## config.mk

```make
export PLATFORM = sky130hd
export DESIGN_NAME = dual_line_intc
export DESIGN_NICKNAME = d
export VERILOG_FILES = /design/src/rtl/irq_steer_pkg.sv /design/src/rtl/irq_reg_bank.sv /design/src/rtl/irq_line_drive.sv /design/src/rtl/dual_line_intc.sv
export SDC_FILE = /design/constraint.sdc
export NUM_CORES = 1
export LEC_CHECK = 0
export ABC_AREA = 1
export BUFFER_PORTS_ARGS = -buffer_cell sky130_fd_sc_hd__buf_2
export CAP_MARGIN = 0
export CORE_ASPECT_RATIO = 1.5
export CORE_MARGIN = 2
export CORE_UTILIZATION = 47
export CTS_CLUSTER_DIAMETER = 200
export CTS_CLUSTER_SIZE = 25
export DETAILED_ROUTE_END_ITERATION = 6
export GPL_TIMING_DRIVEN = 0
export MAX_ROUTING_LAYER = met4
export PLACE_DENSITY = 0.85
export RECOVER_POWER = 50
export SLEW_MARGIN = 30
export SYNTH_ARGS = -nofsm -noshare
export SYNTH_HDL_FRONTEND = slang
export SYNTH_SLANG_ARGS = --single-unit
export TNS_END_PERCENT = 30
```

## constraint.sdc

```tcl
create_clock -name clk -period 1.4 [get_ports clk]
set_input_delay 0.14 -clock clk [delete_from_list [all_inputs] [get_ports clk]]
set_output_delay 0.14 -clock clk [all_outputs]
set_load 0.1 [all_outputs]
```

## src/rtl/irq_steer_pkg.sv

```systemverilog
package irq_steer_pkg;
    localparam int ADDR_W = 5;
    localparam int DATA_W = 32;

    localparam logic [ADDR_W-1:0] ADR_STATUS = 5'h00;
    localparam logic [ADDR_W-1:0] ADR_MASK   = 5'h04;
    localparam logic [ADDR_W-1:0] ADR_ROUTE  = 5'h08;
    localparam logic [ADDR_W-1:0] ADR_SWSET  = 5'h0C;
    localparam logic [ADDR_W-1:0] ADR_SWCLR  = 5'h10;

    typedef enum logic [2:0] {
        OP_IDLE,
        OP_READ,
        OP_WR_MASK,
        OP_WR_ROUTE,
        OP_WR_SET,
        OP_WR_CLR,
        OP_WR_NONE
    } bus_op_e;

    function automatic bus_op_e decode_op(input logic sel, input logic wr,
                                          input logic [ADDR_W-1:0] addr);
        bus_op_e op;
        if (!sel)     op = OP_IDLE;
        else if (!wr) op = OP_READ;
        else begin
            case (addr)
                ADR_MASK:  op = OP_WR_MASK;
                ADR_ROUTE: op = OP_WR_ROUTE;
                ADR_SWSET: op = OP_WR_SET;
                ADR_SWCLR: op = OP_WR_CLR;
                default:   op = OP_WR_NONE;
            endcase
        end
        return op;
    endfunction
endpackage

```

## src/rtl/irq_reg_bank.sv

```systemverilog
module irq_reg_bank
    import irq_steer_pkg::*;
#(
    parameter int NUM_SRC = 8,
    localparam int TOT = NUM_SRC + 1
) (
    input  logic              clk,
    input  logic              rst_n,
    input  logic [NUM_SRC-1:0] src_i,
    input  logic              bus_sel,
    input  logic              bus_wr,
    input  logic [ADDR_W-1:0] bus_addr,
    input  logic [DATA_W-1:0] bus_wdata,
    output logic [TOT-1:0]    status_o,
    output logic [TOT-1:0]    mask_o,
    output logic [TOT-1:0]    route_o,
    output logic [DATA_W-1:0] rdata_o
);
    typedef struct packed {
        logic [TOT-1:0]    mask;
        logic [TOT-1:0]    route;
        logic              sw;
        logic [DATA_W-1:0] rdata;
    } bank_t;

    bank_t   bank_d, bank_q;
    bus_op_e op;
    logic [DATA_W-1:0] rd_val;

    assign status_o = {bank_q.sw, src_i};

    always_comb begin
        op     = decode_op(bus_sel, bus_wr, bus_addr);
        bank_d = bank_q;
        case (bus_addr)
            ADR_STATUS: rd_val = DATA_W'(status_o);
            ADR_MASK:   rd_val = DATA_W'(bank_q.mask);
            ADR_ROUTE:  rd_val = DATA_W'(bank_q.route);
            default:    rd_val = '0;
        endcase
        case (op)
            OP_READ:     bank_d.rdata = rd_val;
            OP_WR_MASK:  bank_d.mask  = bus_wdata[TOT-1:0];
            OP_WR_ROUTE: bank_d.route = bus_wdata[TOT-1:0];
            OP_WR_SET:   if (bus_wdata[0]) bank_d.sw = 1'b1;
            OP_WR_CLR:   if (bus_wdata[0]) bank_d.sw = 1'b0;
            default:     ;
        endcase
    end

    always_ff @(posedge clk or negedge rst_n) begin
        if (!rst_n) begin
            bank_q.mask  <= '1;
            bank_q.route <= '0;
            bank_q.sw    <= 1'b0;
            bank_q.rdata <= '0;
        end else begin
            bank_q <= bank_d;
        end
    end

    assign mask_o  = bank_q.mask;
    assign route_o = bank_q.route;
    assign rdata_o = bank_q.rdata;


    mask_load_chk: assert property (@(posedge clk) disable iff (!rst_n)
        (bus_sel && bus_wr && bus_addr == ADR_MASK) |=> (mask_o == $past(bus_wdata[TOT-1:0])));

    sw_set_chk: assert property (@(posedge clk) disable iff (!rst_n)
        (bus_sel && bus_wr && bus_addr == ADR_SWSET && bus_wdata[0]) |=> status_o[NUM_SRC]);

    sw_clr_chk: assert property (@(posedge clk) disable iff (!rst_n)
        (bus_sel && bus_wr && bus_addr == ADR_SWCLR && bus_wdata[0]) |=> !status_o[NUM_SRC]);

    ro_write_chk: assert property (@(posedge clk) disable iff (!rst_n)
        (bus_sel && bus_wr && bus_addr == ADR_STATUS)
        |=> ($stable(mask_o) && $stable(route_o) && $stable(status_o[NUM_SRC])));

    rdata_hold_chk: assert property (@(posedge clk) disable iff (!rst_n)
        !(bus_sel && !bus_wr) |=> $stable(rdata_o));
endmodule

```

## src/rtl/irq_line_drive.sv

```systemverilog
module irq_line_drive #(
    parameter int TOT = 9
) (
    input  logic           clk,
    input  logic           rst_n,
    input  logic [TOT-1:0] status_i,
    input  logic [TOT-1:0] mask_i,
    input  logic [TOT-1:0] route_i,
    output logic           irq_n_o,
    output logic           fiq_n_o
);
    typedef struct packed {
        logic irq_n;
        logic fiq_n;
    } line_t;

    line_t line_d, line_q;
    logic [TOT-1:0] to_norm, to_fast;

    for (genvar i = 0; i < TOT; i++) begin : g_src
        assign to_norm[i] = status_i[i] & ~mask_i[i] & ~route_i[i];
        assign to_fast[i] = status_i[i] & ~mask_i[i] &  route_i[i];
    end

    always_comb begin
        line_d.irq_n = ~(|to_norm);
        line_d.fiq_n = ~(|to_fast);
    end

    always_ff @(posedge clk or negedge rst_n) begin
        if (!rst_n) line_q <= '{irq_n: 1'b1, fiq_n: 1'b1};
        else        line_q <= line_d;
    end

    assign irq_n_o = line_q.irq_n;
    assign fiq_n_o = line_q.fiq_n;


    norm_raise_chk: assert property (@(posedge clk) disable iff (!rst_n)
        (|(status_i & ~mask_i & ~route_i)) |=> !irq_n_o);

    fast_idle_chk: assert property (@(posedge clk) disable iff (!rst_n)
        !(|(status_i & ~mask_i & route_i)) |=> fiq_n_o);
endmodule

```

## src/rtl/dual_line_intc.sv

```systemverilog
module dual_line_intc
    import irq_steer_pkg::*;
#(
    parameter int NUM_SRC = 8
) (
    input  logic               clk,
    input  logic               rst_n,
    input  logic [NUM_SRC-1:0] src_i,
    input  logic               bus_sel,
    input  logic               bus_wr,
    input  logic [4:0]         bus_addr,
    input  logic [31:0]        bus_wdata,
    output logic [31:0]        bus_rdata,
    output logic               irq_n,
    output logic               fiq_n
);
    localparam int TOT = NUM_SRC + 1;

    logic [TOT-1:0] status, mask, route;

    irq_reg_bank #(.NUM_SRC(NUM_SRC)) u_bank (
        .clk(clk), .rst_n(rst_n), .src_i(src_i),
        .bus_sel(bus_sel), .bus_wr(bus_wr), .bus_addr(bus_addr),
        .bus_wdata(bus_wdata), .status_o(status), .mask_o(mask),
        .route_o(route), .rdata_o(bus_rdata)
    );

    irq_line_drive #(.TOT(TOT)) u_drive (
        .clk(clk), .rst_n(rst_n), .status_i(status), .mask_i(mask),
        .route_i(route), .irq_n_o(irq_n), .fiq_n_o(fiq_n)
    );


    all_masked_chk: assert property (@(posedge clk) disable iff (!rst_n)
        (&mask) |=> (irq_n && fiq_n));

    src_release_chk: assert property (@(posedge clk) disable iff (!rst_n)
        (!(|src_i) && !status[NUM_SRC]) |=> (irq_n && fiq_n));
endmodule

```

---- After elaboration in Yosys (flattened, before gate mapping) ----
Index checks and enable logic that the tools add are counted.
storage, ports and cells
  bits in read-only memories .............. 0
  memories kept ........................... 0
  register bits ........................... 53
  latch bits .............................. 0
  RAM bits ................................ 0
  output and inout port bits .............. 34
cells by class
  reduce and logical (&&, ||, !) cells .... 5
  multiplexer cells ....................... 7
  shifts and indexed selects .............. 0
  add/sub/neg operators ................... 0
  divide/modulo/power cells ............... 0
  eq/ne operators ......................... 11
  bitwise logic cells ..................... 47
  multipliers ............................. 0
  $lt $le $gt $ge ......................... 0
operators by type and width
  kind                                                                    number
  1-bit bitwise AND                                                       27
  9-bit case mux with 3 select lines                                      1
  1-bit inverter                                                          20
  9-bit OR reduction                                                      2
  3-bit case mux with 4 select lines                                      1
  5-bit by 4-bit equality test with 1-bit output (second input constant)  2
  3-bit by 2-bit equality test with 1-bit output (second input constant)  2
  3-bit equality test (second input constant)                             2
  3-bit 2-to-1 mux                                                        2
  5-bit by 3-bit equality test with 1-bit output (second input constant)  1
  5-bit equality test (second input constant)                             1
  5-bit logical NOT                                                       1
  2-bit != test (second input constant)                                   2
  3-bit by 1-bit equality test with 1-bit output (second input constant)  1
  3-bit AND reduction                                                     1
  1-bit 2-to-1 mux                                                        2
  1-bit case mux with 2 select lines                                      1
  2-bit nonzero test                                                      1

---- Logic depth before layout (Yosys ltp) ----
  word-level depth ........................ 7
  depth in mapped cells ................... 9
  gate-level depth less buffers ........... 9

---- By module ----
A second synthesis with hierarchy kept.
unflattened totals
  cell total of the unflattened synthesis .. 268
  area, all modules ....................... 1989.4 um2
by module, submodules not included
  module          area each (um2)  cells each  instances  seq. area each (um2)
  irq_reg_bank    1697.9           217         1          711.9
  irq_line_drive  291.5            51          1          52.6

---- Least setup slack after synthesis ----
Ideal clock, no wire load.
  path type ............................... reg-to-reg
  start point ............................. register, netlist name u_bank.rdata_o[0]
  end point ............................... register u_bank.bank_q, in the netlist u_bank.rdata_o[0]
  library setup time ...................... 0.070 ns
  period minus slack after synthesis ...... 1.251 ns
  stages on the path, launching flop included .. 3
  path slack .............................. 0.149 ns
  path buffers ............................ 0
  arrival time ............................ 1.181 ns
  cells stage by stage .................... dfrtp_1 > o21ai_0 > nand2_1
RTL lines
  what                    RTL line            RTL
  end signal: assignment  irq_reg_bank.sv:58  bank_q <= bank_d;
  end: declaration        irq_reg_bank.sv:26  bank_t bank_d, bank_q;

---- Final worst setup path ----
  start point ............................. register u_drive.line_q, in the netlist u_drive.fiq_n_o
  end point ............................... output port fiq_n
RTL lines
  what                      RTL line              RTL
  start: declaration        irq_line_drive.sv:17  line_t line_d, line_q;
  start signal: assignment  irq_line_drive.sv:31  if (!rst_n) line_q <= '{irq_n: 1'b1, fiq_n: 1'b1};
  start signal: assignment  irq_line_drive.sv:32  else line_q <= line_d;
  end: declaration          dual_line_intc.sv:15  output logic fiq_n
No word-level cell between the ends.

==> metrics <==
status=finished clean; Die Ht=81.7 µm; Slew Viols, Final=0; Post-Synthesis Cell Area=1890 µm²; Routed WL per cell=10.7 µm; Worst Hold Class=in2reg; Buf+Inv Stages, Crit Path=1; Synth Area in XOR/XNOR=0%; largest net degree at the start of global routing=31; footprint of the multi-input gates=925 µm²; commonest non-fill, non-tap cell in the layout=nand2_1; GR Overflow Total=0; H-tree depth=2; count of final hold-check violations=0; Ys Warns=0; peak supply drop=0.818 mV; final instance area=2280 µm²; Slew headroom=52.7%; Core ar.=3920 µm²; Vias/cell=4.66; pwr dens=1150 nW/µm²; FF+latch count, synth=30; fmax=746 MHz; worst slack, placed=0.0980 ns; Top Ports=83; ys async rst share=100%; total track usage=18.8%; slowest CP cell=dfstp_2; main combinational cell family by area after synthesis=simple AND/OR/NAND/NOR gates; total clock sinks=30; min Tclk post-route=1.34 ns; crit path DAT=1.20 ns; Seq/Total Area, Yosys=40.4%; vias=1674; Initial Util=48.2%; Static Leak=1.27 nW; TNS Setup=0 ns; fin util=58.2%; initial antenna violation count=0; global placement routability congestion=0.925; Root Driver=clkbuf_8; Hold Path Depth=3; # fillers=382; nets=362; Cells after Synth=247; final setup fails=0; Largest delay share family, worst path=flip-flops; Worst Setup End Kind=primary output; layout cell share with drive strength beyond 1=29.6%; Cell Chain, Critical Path=buf_2; Final ANT Viol Nets=0; first-pass GRT wire length=6480 µm; adder-cell share of the synthesized area=0%; I/O Buffers=36; HPWL after detailed placement=3090 µm; Post-Place Cell Area=2210 µm²; final WL=3830 µm; Clk Latency, worst-skew pair=0.28 ns; reg2reg path depth=5; CTS buffer count=5; syn_area_per_cell=7.66 µm²; EDFF count, synth=0; P&R area growth vs syn=20.6%; worst slew pin tran=0.710 ns; sequential cell area=764 µm²; diode count=0; vias in the first global route=1557; Crit Path Max Fanout=1; row count=28; RSZ-0062 raised after global routing=no; Synth cell types=28; Layout Skew=0.00623 ns; DIE WIDTH=55.8 µm; clock buffer depth=2; drt first pass iters=4; WS Path Type=reg2out; proportion of synthesized area in mux cells=0%; Compound-Gate Fraction of Synth Area=6.28%; final worst path period share=95.7%; final setup margin=0.0597 ns; # DRC=0; CP required=1.26 ns; CTS clock-pin slew for the worst setup and hold paths=0.06 ns; die area=4560 µm²; drt initial violations=22; Resized cells post-CTS=0; Slowest Stage Delay on Critical Path=0.51 ns; CTS tree=yes; total power=0.00262 W; most frequent cells in the layout=nand2_1 (106), buf_2 (35), buf_4 (23), conb_1 (23), dfrtp_1 (19); Max Cap Violations=0; crit start category=flip-flop; simple-gate portion of the synthesized area=39.7%; Post-synth top flop=dfrtp_1; CP Depth=1
-- cell type report --
class                   instances  area share (%)
clock inverters                 1           0.219
repair buffers                 37            8.33
inverters                      19            3.45
plain buffers                  24            7.73
flip-flops and latches         30            33.5
well taps                      45            2.47
clock buffers                   7            3.78
multi-input cells             196            40.5
-- worst paths after layout --
check,start,endpoint,slack (ns)
setup reg to reg,u_bank.mask_o[5],u_drive.fiq_n_o,0.20
max in group asynchronous,rst_n,u_bank.rdata_o[6],0.50
hold / removal,bus_wdata[1],u_bank.mask_o[1],0.06
min in group asynchronous,rst_n,u_bank.route_o[2],0.44
setup / recovery,u_drive.fiq_n_o,fiq_n,0.06
hold reg to reg,u_bank.mask_o[3],u_bank.mask_o[3],0.46
-- sequential cells by signal, summed over array words and instances, names as in the netlist --
| signal | flops |
|---|---|
| u_bank.route_o | 9 |
| u_bank.rdata_o | 9 |
| u_drive.fiq_n_o | 1 |
| u_drive.irq_n_o | 1 |
| u_bank.mask_o | 9 |
| u_bank.status_o | 1 |
-- what timing repair did --
item                                   CTS  global route
hold buffers                             1             0
buffers inserted                         0             0
setup endpoints to repair                0             0
endpoints found under the hold margin   19             0
-- cells in the mapped netlist (all sizes together) (2+ instances only) --
library cell	instances	area share (%)
o211ai	8	3.2
dfstp	11	15
nand2	109	24
dfrtp	19	25
buf	23	9.1
o21ai	10	2.6
nand3	16	5.8
inv	18	4.0
nand3b	4	1.6
nor3	2	0.53
nor2	20	6.9
-- layer usage --
layer	vias up	share of wire, %	track usage [%]	wire length (µm)
met5	-	0	-	0
met3	9	4.7	4.41	181
met1	748	39	19.0	1480
met4	0	2.0	8.81	78
li1	869	-	-	-
met2	48	55	34.4	2100
-- stage by stage --
stage,hold slack (ns),instances
after detailed placement,0.197,350
after global placement,0.188,350
after global routing,0.0652,359
final,0.0606,359
after floorplan,-0.156,269
after CTS,0.0525,359
-- kinds of logic after synthesis --
| logic type | count (synthesis) |
|---|---|
| compound gates | 19 |
| buf+inv | 43 |
| flops | 30 |
| other cells | 1 |
| simple gates | 154 |
-- report_power, final --
part | internal (W) | switching [W] | total [W]
registers | 0.00101 | 0.0000720 | 0.00108
clock network | 0.000395 | 0.000311 | 0.000706
logic | 0.000186 | 0.000648 | 0.000834
total | 0.00159 | 0.00103 | 0.00262
Note: power is estimated with default switching activity, not from simulation.
